`src/rtl/ivc_pkg.sv`:
```
package ivc_pkg;

    parameter int LVL_W  = 3;
    parameter int VEC_W  = 16;
    parameter int RSET_W = 2;

    // Packed per-source configuration; bit order defines the write word layout
    typedef struct packed {
        logic              nmi;
        logic              en;
        logic [RSET_W-1:0] rset;
        logic [LVL_W-1:0]  lvl;
        logic [VEC_W-1:0]  vec;
    } src_cfg_t;

    localparam int CFG_W = $bits(src_cfg_t);

    // What the core receives with the valid strobe
    typedef struct packed {
        logic              nmi;
        logic [RSET_W-1:0] rset;
        logic [LVL_W-1:0]  lvl;
        logic [VEC_W-1:0]  vec;
    } irq_desc_t;

    // True when candidate a strictly beats incumbent b
    function automatic logic outranks(input logic a_nmi, input logic [LVL_W-1:0] a_lvl,
                                      input logic b_nmi, input logic [LVL_W-1:0] b_lvl);
        if (a_nmi != b_nmi)
            return a_nmi;
        return !a_nmi && (a_lvl > b_lvl);
    endfunction

    function automatic irq_desc_t to_desc(input src_cfg_t c);
        irq_desc_t d;
        d.nmi  = c.nmi;
        d.rset = c.rset;
        d.lvl  = c.nmi ? '0 : c.lvl;
        d.vec  = c.vec;
        return d;
    endfunction

endpackage

```
`src/rtl/ivc_cfg_bank.sv`:
```
module ivc_cfg_bank
    import ivc_pkg::*;
#(
    parameter int N_SRC = 8,
    parameter int ID_W  = 3
) (
    input  logic             clk,
    input  logic             rst,
    input  logic             we,
    input  logic [ID_W-1:0]  addr,
    input  logic [CFG_W-1:0] wdata,
    output src_cfg_t         cfg_o [N_SRC]
);

    for (genvar g = 0; g < N_SRC; g++) begin : g_slot
        always_ff @(posedge clk) begin
            if (rst)
                cfg_o[g] <= '0;
            else if (we && addr == ID_W'(g))
                cfg_o[g] <= src_cfg_t'(wdata);
        end
    end

endmodule

```
`src/rtl/ivc_arbiter.sv`:
```
module ivc_arbiter
    import ivc_pkg::*;
#(
    parameter int N_SRC = 8,
    parameter int ID_W  = 3
) (
    input  src_cfg_t          cfg      [N_SRC],
    input  logic [N_SRC-1:0]  src_req,
    input  logic              core_ie,
    input  logic [LVL_W-1:0]  core_level,
    output logic              found,
    output logic [ID_W-1:0]   win_id,
    output irq_desc_t         win_desc
);

    logic [N_SRC-1:0] elig;

    for (genvar g = 0; g < N_SRC; g++) begin : g_elig
        assign elig[g] = src_req[g] && cfg[g].en &&
                         (cfg[g].nmi || (core_ie && (cfg[g].lvl > core_level)));
    end

    logic             best_nmi;
    logic [LVL_W-1:0] best_lvl;

    // Ascending scan with strict comparison keeps the lowest index on ties
    always_comb begin
        found    = 1'b0;
        win_id   = '0;
        win_desc = '0;
        best_nmi = 1'b0;
        best_lvl = '0;
        for (int i = 0; i < N_SRC; i++) begin
            if (elig[i] && (!found || outranks(cfg[i].nmi, cfg[i].lvl, best_nmi, best_lvl))) begin
                found    = 1'b1;
                win_id   = ID_W'(i);
                win_desc = to_desc(cfg[i]);
                best_nmi = cfg[i].nmi;
                best_lvl = cfg[i].lvl;
            end
        end
    end

endmodule

```
`src/rtl/ivc_present.sv`:
```
module ivc_present
    import ivc_pkg::*;
#(
    parameter int N_SRC = 8,
    parameter int ID_W  = 3
) (
    input  logic             clk,
    input  logic             rst,
    input  logic             found,
    input  logic [ID_W-1:0]  win_id,
    input  irq_desc_t        win_desc,
    input  logic [N_SRC-1:0] src_req,
    input  logic             ack,
    output logic             valid_o,
    output logic [ID_W-1:0]  id_o,
    output irq_desc_t        desc_o
);

    logic held_live;
    assign held_live = src_req[id_o];

    always_ff @(posedge clk) begin
        if (rst) begin
            valid_o <= 1'b0;
            id_o    <= '0;
            desc_o  <= '0;
        end else if (valid_o) begin
            if (ack || !held_live)
                valid_o <= 1'b0;
        end else if (found) begin
            valid_o <= 1'b1;
            id_o    <= win_id;
            desc_o  <= win_desc;
        end
    end

endmodule

```
`src/rtl/irq_vector_ctrl.sv`:
```
module irq_vector_ctrl
    import ivc_pkg::*;
#(
    parameter int N_SRC = 8,
    localparam int ID_W = (N_SRC > 1) ? $clog2(N_SRC) : 1
) (
    input  logic              clk,
    input  logic              rst,
    input  logic              cfg_we,
    input  logic [ID_W-1:0]   cfg_addr,
    input  logic [CFG_W-1:0]  cfg_wdata,
    input  logic [N_SRC-1:0]  src_req,
    input  logic              core_ie,
    input  logic [LVL_W-1:0]  core_level,
    input  logic              irq_ack,
    output logic              irq_valid,
    output logic [ID_W-1:0]   irq_id,
    output logic [VEC_W-1:0]  irq_vector,
    output logic [RSET_W-1:0] irq_rset,
    output logic [LVL_W-1:0]  irq_level,
    output logic              irq_nmi
);

    src_cfg_t         cfg [N_SRC];
    logic             arb_found;
    logic [ID_W-1:0]  arb_id;
    irq_desc_t        arb_desc;
    irq_desc_t        out_desc;

    ivc_cfg_bank #(.N_SRC(N_SRC), .ID_W(ID_W)) u_bank (
        .clk   (clk),
        .rst   (rst),
        .we    (cfg_we),
        .addr  (cfg_addr),
        .wdata (cfg_wdata),
        .cfg_o (cfg)
    );

    ivc_arbiter #(.N_SRC(N_SRC), .ID_W(ID_W)) u_arb (
        .cfg        (cfg),
        .src_req    (src_req),
        .core_ie    (core_ie),
        .core_level (core_level),
        .found      (arb_found),
        .win_id     (arb_id),
        .win_desc   (arb_desc)
    );

    ivc_present #(.N_SRC(N_SRC), .ID_W(ID_W)) u_pres (
        .clk      (clk),
        .rst      (rst),
        .found    (arb_found),
        .win_id   (arb_id),
        .win_desc (arb_desc),
        .src_req  (src_req),
        .ack      (irq_ack),
        .valid_o  (irq_valid),
        .id_o     (irq_id),
        .desc_o   (out_desc)
    );

    assign irq_vector = out_desc.vec;
    assign irq_rset   = out_desc.rset;
    assign irq_level  = out_desc.lvl;
    assign irq_nmi    = out_desc.nmi;

endmodule

```
`config.mk`:
```
export PLATFORM = sky130hd
export DESIGN_NAME = irq_vector_ctrl
export DESIGN_NICKNAME = d
export VERILOG_FILES = /design/src/rtl/ivc_pkg.sv /design/src/rtl/ivc_cfg_bank.sv /design/src/rtl/ivc_arbiter.sv /design/src/rtl/ivc_present.sv /design/src/rtl/irq_vector_ctrl.sv
export SDC_FILE = /design/constraint.sdc
export NUM_CORES = 1
export LEC_CHECK = 0
export ABC_AREA = 1
export BUFFER_PORTS_ARGS = -buffer_cell sky130_fd_sc_hd__clkbuf_2
export CORE_ASPECT_RATIO = 0.9
export CORE_MARGIN = 4
export CORE_UTILIZATION = 64
export CTS_BUF_LIST = sky130_fd_sc_hd__clkbuf_4 sky130_fd_sc_hd__clkbuf_8
export DETAILED_ROUTE_END_ITERATION = 10
export MAX_ROUTING_LAYER = met4
export PLACE_DENSITY = 0.84
export SETUP_SLACK_MARGIN = 0.02
export SKIP_LAST_GASP = 1
export SYNTH_ARGS = -nofsm -noshare
export SYNTH_HDL_FRONTEND = slang
export SYNTH_HIERARCHICAL = 1
export SYNTH_SLANG_ARGS = --single-unit
```
`constraint.sdc`:
```
create_clock -name clk -period 13.2 [get_ports clk]
set_input_delay 0.66 -clock clk [delete_from_list [all_inputs] [get_ports clk]]
set_output_delay 0.66 -clock clk [all_outputs]
set_load 0.02 [all_outputs]
```
==> results.sh, run 1 <==
export IMPL_status="complete, no violations"
export IMPL_finalCriticalPeriod_ps=11860
export IMPL_dr_pass1_iters=5
export IMPL_async_reset_ff_share_pct=0
export IMPL_antenna_found_initial=0
export IMPL_holdCritStartpoint="irq_ack"
export IMPL_row_count=46
export IMPL_r2r_end="u_pres/desc_o[18]"
export IMPL_drive_above_1_share_pct=11.4
export IMPL_ys_flop_type="dfxtp_1"
export IMPL_dpl_cell_area_sq_um=11700
export IMPL_critical_path_endpoint="u_pres/desc_o[18]"
export IMPL_fill_cells=1561
export IMPL_cpPeakStageDelay_ps=340
export IMPL_first_iter_violations=919
export IMPL_power_density_nw_per_um2=116
export IMPL_cts_buffers_inserted=36
export IMPL_start_util_pct=65.3
export IMPL_cts_setup_buffers=0
export IMPL_synthMuxAreaShare_pct=0
export IMPL_grt_pass1_wl_microns=50000
export IMPL_chipHeight_microns=135
export IMPL_yosysUniqueCellTypes=34
export IMPL_max_cap_violations=0
export IMPL_ys_ff_latch=210
export IMPL_fmax_ghz=0.0843
export IMPL_worstPathArrival_ps=12230
export IMPL_p_leak_nw=5.73
export IMPL_holdBufCountCts=0
export IMPL_synth_xor_area_share_pct=0
export IMPL_clock_path_buffers=3
export IMPL_layout_nets=1871
export IMPL_required_ps=13580
export IMPL_grt_max_degree=100
export IMPL_hold_ws_ps=433
export IMPL_ir_drop_uv=73.1
export IMPL_setup_viol=0
export IMPL_io_buffer_count=67
export IMPL_crit_path_end_kind="flip-flop"
export IMPL_crit_path_start_kind="input pin"
export IMPL_post_synth_and_or_nand_nor_area_fraction_pct=43.1
export IMPL_maxSlewViolCount=0
export IMPL_r2r_cells=84
export IMPL_period_share_pct=89.8
export IMPL_dieArea_sq_um=20200
export IMPL_vias_per_cell=5.61
export IMPL_path_class="input pin to flip-flop"
export IMPL_gr_total_overflow=0
export IMPL_synth_compound_area_share_pct=7.80
export IMPL_r2r_start="u_bank/cfg_o[179]"
export IMPL_htree_levels=2
export IMPL_cts_tree="done"
export IMPL_startpoint="core_level[2]"
export IMPL_skew_ps=17.3
export IMPL_cts_sinks=210
export IMPL_yosysTopAreaCell="dfxtp_1"
export IMPL_vias=11500
export IMPL_synth_warnings=6
export IMPL_tightest_slew_ps=1250
export IMPL_syn_inst=1774
export IMPL_synthTopCellsByCount="nand2_1, nor2_1, nand3_1"
export IMPL_rsz0062_at_grt="false"
export IMPL_avgSynthCellArea_sq_um=6.50
export IMPL_syn_area_sq_um=11500
export IMPL_cts_root_buf="clkbuf_8"
export IMPL_path_clk_slew_ps=60
export IMPL_finalSetupTns_ps=0
export IMPL_synth_top_cell_area_share_pct=36.5
export IMPL_ff2ff_setup_slack_ps=1470
export IMPL_gp_congestion=0.886
export IMPL_synth_area_leaders="dfxtp_1, nand2_1, nor2_1"
export IMPL_synth_edff_count=0
export IMPL_synth_nets=1861
export IMPL_die_x_microns=149
export IMPL_synth_most_common_cell="nand2_1"
export IMPL_hold_path_class="input pin to flip-flop"
export IMPL_synth_adder_area_share_pct=4.88
export IMPL_hold_viol=0
export IMPL_area_delta_synth_final_pct=9.04
export IMPL_routed_wl_microns=30600
export IMPL_diodes=0
export IMPL_critPathMaxFanout=49
export IMPL_final_antenna_net_count=0
export IMPL_dp_hpwl_microns=19900
export IMPL_io_pins=68
export IMPL_insertion_delay_ps=530
export IMPL_grt_total_usage_pct=30.4
export IMPL_design_area_sq_um=12600
export IMPL_cp_slowest_cell="clkinvlp_4"
export IMPL_synth_yosys_seq_area_share_pct=36.5
export IMPL_p_total_mw=1.46
export IMPL_grt_pass1_vias=10600
export IMPL_slew_headroom_pct=16.3
export IMPL_wl_per_cell_microns=14.9
export IMPL_cp_common_cell="nand2_1"
export IMPL_core_area_sq_um=17700
export IMPL_route_detailed_drc=0
export IMPL_synth_top_family_by_area="simple AND/OR/NAND/NOR gates"
-- metal layers --
layer	vias up	GRT usage (%)	share of wire, %
met3	95	4.15	7.4
met4	0	12.7	3.4
met1	5205	38.2	42
met5	-	-	0
li1	5749	-	-
met2	452	49.7	47
-- flip-flops by register name, summed over array words and instances, names as in the netlist --
name,count
u_bank/cfg_o,184
u_pres/desc_o,22
u_pres/id_o,3
u_pres/valid_o,1
-- cells by family (layout without fill, tap and decap cells) --
family,Yosys count,count (layout)
flip-flops,210,210
adder cells (fa/ha/maj),45,45
buffers and inverters,196,231
AND/OR/NAND/NOR,1183,1183
AO/OA/AOI/OAI,140,140
-- cell type report --
type / count / area (sq um) / share of cell area [%]
well taps: 240 / 300 / 2.39
repair inverters: 2 / 10.0 / 0.0796
repair buffers: 82 / 448 / 3.56
inverters: 84 / 328 / 2.61
clock inverters: 4 / 85.1 / 0.677
flip-flops and latches: 210 / 4200 / 33.4
multi-input cells: 1368 / 6470 / 51.5
clock buffers: 59 / 724 / 5.76
-- cell usage in the layout, fill, tap and decap left out, types with 4 or more instances in the layout --
| cell | count |
|---|---|
| a21oi_1 | 35 |
| a21oi_2 | 10 |
| buf_4 | 15 |
| clkbuf_2 | 67 |
| clkbuf_4 | 14 |
| clkbuf_8 | 45 |
| dfxtp_1 | 210 |
| ha_1 | 45 |
| inv_1 | 75 |
| inv_2 | 5 |
| nand2_1 | 447 |
| nand2_2 | 16 |
| nand2_4 | 4 |
| nand3_1 | 295 |
| nand3_2 | 8 |
| nand4_1 | 4 |
| nor2_1 | 396 |
| nor2_4 | 5 |
| o211ai_1 | 36 |
| o21a_1 | 18 |
| o21ai_0 | 22 |
| o21ai_1 | 8 |
-- worst min-delay path by stage --
stage                     cells after the start           endpoint  slack (ps)
after floorplan                               2  u_bank/cfg_o[113]         450
after global placement                        2  u_pres/desc_o[12]         450
after detailed placement                      2  u_pres/desc_o[16]         460
after CTS                                     4     u_pres/valid_o         410
after global routing                          4     u_pres/valid_o         450
final                                         4     u_pres/valid_o         430
-- report_power, final --
| group | total [mW] | leakage (nW) | internal (mW) | switching (mW) |
|---|---|---|---|---|
| clock | 0.654 | 0.428 | 0.387 | 0.267 |
| combinational | 0.140 | 3.59 | 0.0444 | 0.0955 |
| sequential | 0.667 | 1.70 | 0.654 | 0.0128 |
-- repair_timing --
action | 4_1_cts | 5_1_grt
endpoints found under the setup margin | 0 | 26
endpoints found under the hold margin | 0 | 0
gates resized for setup | 0 | 9
-- stage by stage --
stage / util [%] / instances / worst slack, ps
after floorplan: - / 1774 / 2960
after global placement: 66.3 / 1984 / 638
after detailed placement: 66.3 / 1984 / 71.5
after CTS: 70.9 / 2047 / 521
after global routing: 71.2 / 2049 / 17.4
final: 71.2 / 2049 / 1340
-- worst max-delay path, delay by kind of cell --
family / cells / cell delay, ps
buf+inv: 12 / 1960
fa+ha+maj: 8 / 2450
compound gates: 16 / 2150
simple gates: 50 / 5010
Note: power is estimated with default switching activity, not from simulation.
==> inputs of run 2 (changes only) <==
ABC_AREA = 0   (was 1)
CORE_UTILIZATION = 65   (was 64)
PLACE_DENSITY = 0.85   (was 0.84)
clock period = 15.1 ns   (was 13.2 ns; I/O delays follow)
==> results.sh, run 2 <==
export IMPL_route_detailed_drc=0
export IMPL_top_regs="u_bank/cfg_o x184, u_pres/desc_o x22, u_pres/id_o x3"
export IMPL_cts_sinks=210
export IMPL_syn_inst=1268
export IMPL_cts_root_buf="clkbuf_8"
export IMPL_holdBufCountCts=0
export IMPL_layout_nets=1361
export IMPL_synthTopCellsByCount="dfxtp_1, nand2b_1, mux2i_1"
export IMPL_finalCriticalPeriod_ps=13980
export IMPL_finalSetupTns_ps=0
export IMPL_row_count=46
export IMPL_ff2ff_setup_slack_ps=1240
export IMPL_hold_path_class="flip-flop to flip-flop"
export IMPL_startpoint="core_level[2]"
export IMPL_avgSynthCellArea_sq_um=9.15
export IMPL_worstPathArrival_ps=14440
export IMPL_cts_setup_buffers=0
export IMPL_final_antenna_net_count=0
export IMPL_wl_per_cell_microns=19.4
export IMPL_fill_cells=1320
export IMPL_largest_reg_flops=184
export IMPL_tightest_slew_ps=1150
export IMPL_r2r_cells=59
export IMPL_die_x_microns=149
export IMPL_r2r_start="u_bank/cfg_o[183]"
export IMPL_final_cell_mix="nand2b_1, dfxtp_1, mux2i_1"
export IMPL_skew_ps=14.9
export IMPL_cts_tree="done"
export IMPL_dp_hpwl_microns=20200
export IMPL_dieArea_sq_um=20000
export IMPL_grt_pass1_vias=9054
export IMPL_max_cap_violations=0
export IMPL_ys_ff_latch=210
export IMPL_grt_total_usage_pct=29.6
export IMPL_core_area_sq_um=17600
export IMPL_post_cts_resized=0
export IMPL_synth_edff_count=0
export IMPL_power_density_nw_per_um2=91.2
export IMPL_yosysTopAreaCell="dfxtp_1"
export IMPL_dr_pass1_iters=7
export IMPL_vias_per_cell=6.16
export IMPL_r2r_end="u_pres/desc_o[4]"
export IMPL_crit_path_end_kind="flip-flop"
export IMPL_hold_viol=0
export IMPL_period_share_pct=92.6
export IMPL_design_area_sq_um=12500
export IMPL_insertion_delay_ps=530
export IMPL_holdCritStartpoint="u_pres/desc_o[5]"
export IMPL_synth_top_cell_area_share_pct=36.2
export IMPL_setup_viol=0
export IMPL_start_util_pct=66.1
export IMPL_crit_path_start_kind="input pin"
export IMPL_hold_ws_ps=452
export IMPL_io_buffer_count=67
export IMPL_fmax_ghz=0.0715
export IMPL_drive_above_1_share_pct=14.2
export IMPL_htree_levels=2
export IMPL_synth_warnings=6
export IMPL_syn_area_sq_um=11600
export IMPL_critical_path_buf_inv_count=6
export IMPL_cp_slowest_cell="o21a_2"
export IMPL_status="complete, no violations"
export IMPL_clock_path_buffers=3
export IMPL_vias=9438
export IMPL_antenna_found_initial=0
export IMPL_ys_flop_type="dfxtp_1"
export IMPL_cp_common_cell="o21ai_0"
export IMPL_crit_family="compound AO/OA/AOI/OAI gates"
export IMPL_diodes=0
export IMPL_final_util_pct=71.1
export IMPL_yosysUniqueCellTypes=75
export IMPL_slew_headroom_pct=23.5
export IMPL_critical_path_endpoint="u_pres/desc_o[4]"
export IMPL_synth_area_leaders="dfxtp_1, mux2i_1, nand2b_1"
export IMPL_path_clk_slew_ps=60
export IMPL_seq_area_sq_um=4200
export IMPL_p_leak_nw=5.57
export IMPL_cp_depth=63
export IMPL_gr_total_overflow=0
export IMPL_cpPeakStageDelay_ps=640
export IMPL_largest_register="u_bank/cfg_o"
export IMPL_synth_yosys_seq_area_share_pct=36.2
export IMPL_chipHeight_microns=135
export IMPL_cts_buffers_inserted=35
export IMPL_io_pins=68
export IMPL_area_delta_synth_final_pct=7.55
export IMPL_dpl_cell_area_sq_um=11800
export IMPL_grt_pass1_wl_microns=46900
export IMPL_multi_input_area_sq_um=6780
export IMPL_first_iter_violations=964
export IMPL_required_ps=15550
export IMPL_gp_congestion=0.969
export IMPL_critPathMaxFanout=38
export IMPL_ir_drop_uv=49.7
export IMPL_path_class="input pin to flip-flop"
export IMPL_grt_max_degree=90
export IMPL_async_reset_ff_share_pct=0
export IMPL_rsz0062_at_grt="false"
export IMPL_routed_wl_microns=29700
export IMPL_synth_nets=1355
export IMPL_maxSlewViolCount=0
run 2: cell count changes in the layout (fill, tap and decap cells not counted), moves of 37 or more:
| cell | change |
|---|---|
| nor2_1 | -371 |
| nand2_1 | -349 |
| nand3_1 | -277 |
| nand2b_1 | +210 |
| mux2i_1 | +186 |
| inv_1 | -51 |
| o21ai_0 | +37 |
run 2: area by class of cell:
| type | instances | share of cell area [%] |
|---|---|---|
| Timing Repair Buffer | 82 | 3.61 |
| Sequential cell | 210 | 33.7 |
| Tap cell | 240 | 2.41 |
| Inverter | 24 | 0.722 |
| Clock inverter | 4 | 0.211 |
| Clock buffer | 51 | 4.98 |
| Multi-Input combinational cell | 921 | 54.4 |
run 2: metrics by stage:
step	setup slack (ps)	cells	power (mW)
after detailed placement	759	1477	0.663
after CTS	1300	1532	1.14
after global routing	31.6	1532	1.17
after floorplan	2900	1268	0.641
final	1120	1532	1.14
after global placement	1290	1477	0.661
run 2: worst min path at each step:
| stage | endpoint | slack, ps | depth (start not counted) |
|---|---|---|---|
| 3_5_place_dp | u_pres/desc_o[12] | 450 | 2 |
| 2_1_floorplan | u_bank/cfg_o[161] | 450 | 2 |
| 3_3_place_gp | u_pres/desc_o[11] | 440 | 2 |
| 6_report | u_pres/desc_o[5] | 450 | 2 |
| 4_1_cts | u_pres/desc_o[9] | 450 | 2 |
| 5_1_grt | u_pres/desc_o[9] | 470 | 2 |
run 2: routing by layer:
metal	vias up	part of all wire, %	GRT usage, %
met5	-	0	-
met2	397	44	43.7
met1	4515	47	42.5
met4	0	2.2	9.10
met3	57	7.3	4.13
li1	4469	-	-
run 2: worst reg2reg max path, delay by kind of cell, from the launching register on:
family,cells,cell delay (ps)
AND/OR/NAND/NOR,12,2190
AO/OA/AOI/OAI,35,7750
adder cells (fa/ha/maj),7,2160
flip-flops,1,390
buffers and inverters,4,980
multiplexers,1,330
run 2: cells by family (layout without fill, tap and decap cells):
kind of cell    count (synthesis)  count (layout)  share of synthesized area [%]
simple gates                  416             416                           20.3
fa+ha+maj                      45              45                           4.85
flops                         210             210                           36.2
compound gates                272             272                           16.6
buf+inv                       137             161                           5.66
mux                           188             188                           16.4
run 2: power breakdown:
part	switching [mW]	internal, mW	total, mW
clock	0.222	0.262	0.484
sequential	0.00770	0.565	0.573
combinational	0.0478	0.0335	0.0813
==> inputs of run 3 (changes only) <==
==> constraint.sdc (replaced) <==
create_clock -name clk -period 15.1 [get_ports clk]
set_input_delay 2.265 -clock clk [delete_from_list [all_inputs] [get_ports clk]]
set_output_delay 2.265 -clock clk [all_outputs]
set_load 0.02 [all_outputs]
==> results.sh, run 3 (synthesized netlist as in run 2, its figures left out) <==
export IMPL_status="complete, no violations"
export IMPL_drive_above_1_share_pct=15.4
export IMPL_io_pins=68
export IMPL_power_density_nw_per_um2=94.3
export IMPL_cpPeakStageDelay_ps=370
export IMPL_core_area_sq_um=17600
export IMPL_wl_per_cell_microns=19.5
export IMPL_slew_headroom_pct=24.3
export IMPL_finalSetupTns_ps=0
export IMPL_start_util_pct=66.1
export IMPL_dp_hpwl_microns=20200
export IMPL_chipHeight_microns=135
export IMPL_p_total_mw=1.20
export IMPL_final_antenna_net_count=0
export IMPL_cts_buffers_inserted=35
export IMPL_hold_path_class="flip-flop to flip-flop"
export IMPL_worstPathArrival_ps=14280
export IMPL_cp_slowest_cell="a21o_2"
export IMPL_fill_cells=1297
export IMPL_final_cell_mix="nand2b_1, dfxtp_1, mux2i_1"
export IMPL_skew_ps=18.9
export IMPL_cts_tree="done"
export IMPL_maxSlewViolCount=0
export IMPL_holdBufCountCts=0
export IMPL_first_iter_violations=929
export IMPL_cts_sinks=210
export IMPL_hold_ws_ps=453
export IMPL_area_delta_synth_final_pct=9.39
export IMPL_route_detailed_drc=0
export IMPL_crit_path_start_kind="input pin"
export IMPL_largest_register="u_bank/cfg_o"
export IMPL_startpoint="core_level[2]"
export IMPL_insertion_delay_ps=530
export IMPL_layout_nets=1372
export IMPL_antenna_found_initial=1
export IMPL_vias_per_cell=6.08
export IMPL_die_x_microns=149
export IMPL_fin_cells=1550
export IMPL_r2r_start="u_bank/cfg_o[179]"
export IMPL_htree_levels=2
export IMPL_ir_drop_uv=63.1
export IMPL_dr_pass1_iters=5
export IMPL_crit_path_end_kind="flip-flop"
export IMPL_gp_congestion=0.956
export IMPL_p_leak_nw=5.69
export IMPL_max_cap_violations=0
export IMPL_vias=9430
export IMPL_dieArea_sq_um=20000
export IMPL_io_buffer_count=67
export IMPL_ff2ff_setup_slack_ps=3020
export IMPL_grt_max_degree=110
export IMPL_clock_path_buffers=3
export IMPL_period_share_pct=91.6
export IMPL_largest_reg_flops=184
export IMPL_cp_common_cell="o21ai_0"
export IMPL_fmax_ghz=0.0723
export IMPL_r2r_cells=63
export IMPL_cts_root_buf="clkbuf_8"
export IMPL_path_class="input pin to flip-flop"
export IMPL_path_clk_slew_ps=60
export IMPL_rsz0062_at_grt="false"
export IMPL_row_count=46
export IMPL_gr_total_overflow=0
export IMPL_diodes=0
export IMPL_placed_cells=1483
export IMPL_r2r_end="u_pres/desc_o[19]"
export IMPL_hold_viol=0
export IMPL_critical_path_endpoint="u_pres/desc_o[19]"
export IMPL_setup_viol=0
export IMPL_grt_pass1_vias=9160
export IMPL_top_regs="u_bank/cfg_o x184, u_pres/desc_o x22, u_pres/id_o x3"
export IMPL_grt_pass1_wl_microns=48400
export IMPL_tightest_slew_ps=1130
export IMPL_required_ps=15540
export IMPL_final_util_pct=72.3
export IMPL_routed_wl_microns=30200
export IMPL_critPathMaxFanout=14
export IMPL_finalCriticalPeriod_ps=13840
export IMPL_grt_total_usage_pct=30.7
## run 3: how the worst min path moves through the flow
stage,endpoint,depth (start not counted),slack [ps],from
3_3_place_gp,u_pres/desc_o[12],2,440,u_pres/desc_o[12]
4_1_cts,u_pres/desc_o[0],2,460,u_pres/desc_o[0]
6_report,u_pres/desc_o[0],2,450,u_pres/desc_o[0]
3_5_place_dp,u_pres/desc_o[0],2,450,u_pres/desc_o[0]
5_1_grt,u_pres/desc_o[15],2,470,u_pres/desc_o[15]
2_1_floorplan,u_bank/cfg_o[161],2,450,u_bank/cfg_o[161]
## run 3: critical path, delay by kind of cell
family,cells,cell delay [ps]
AND/OR/NAND/NOR,14,1690
multiplexers,1,350
adder cells (fa/ha/maj),8,2390
AO/OA/AOI/OAI,38,6980
buffers and inverters,4,620
## run 3: repair_timing
| action | in CTS | in global routing |
|---|---|---|
| gates resized for setup | 0 | 3 |
| endpoints found under the setup margin | 0 | 24 |
| buffers inserted | 0 | 5 |
## run 3: cell type report
| cell class | count | area, sq um | share of cell area, % |
|---|---|---|---|
| Sequential cell | 210 | 4200 | 33.1 |
| Inverter | 24 | 90.1 | 0.710 |
| Multi-Input combinational cell | 921 | 6780 | 53.5 |
| Clock buffer | 54 | 693 | 5.46 |
| Clock inverter | 8 | 71.3 | 0.562 |
| Tap cell | 240 | 300 | 2.37 |
| Timing Repair Buffer | 93 | 546 | 4.30 |
## run 3: through the flow
step / cell area, sq um / worst slack, ps
6_report: 12700 / 1260
5_1_grt: 12700 / 85.3
4_1_cts: 12600 / 1070
3_5_place_dp: 11900 / 668
3_3_place_gp: 11900 / 856
2_1_floorplan: 11600 / 1390
## run 3: routing by layer
layer | vias up | part of all wire (%) | GRT usage (%) | routed length [microns]
li1 | 4504 | - | - | -
met1 | 4517 | 46 | 43.3 | 13800
met2 | 355 | 44 | 45.1 | 13300
met3 | 54 | 8.1 | 5.60 | 2430
met4 | 0 | 2.1 | 9.61 | 639
met5 | - | 0 | - | 0
## run 3: where the power goes
part           internal [mW]  leakage [nW]  switching (mW)  total [mW]
sequential             0.565          1.70         0.00747       0.572
combinational         0.0336          3.58          0.0479      0.0815
clock                  0.311         0.406           0.231       0.542
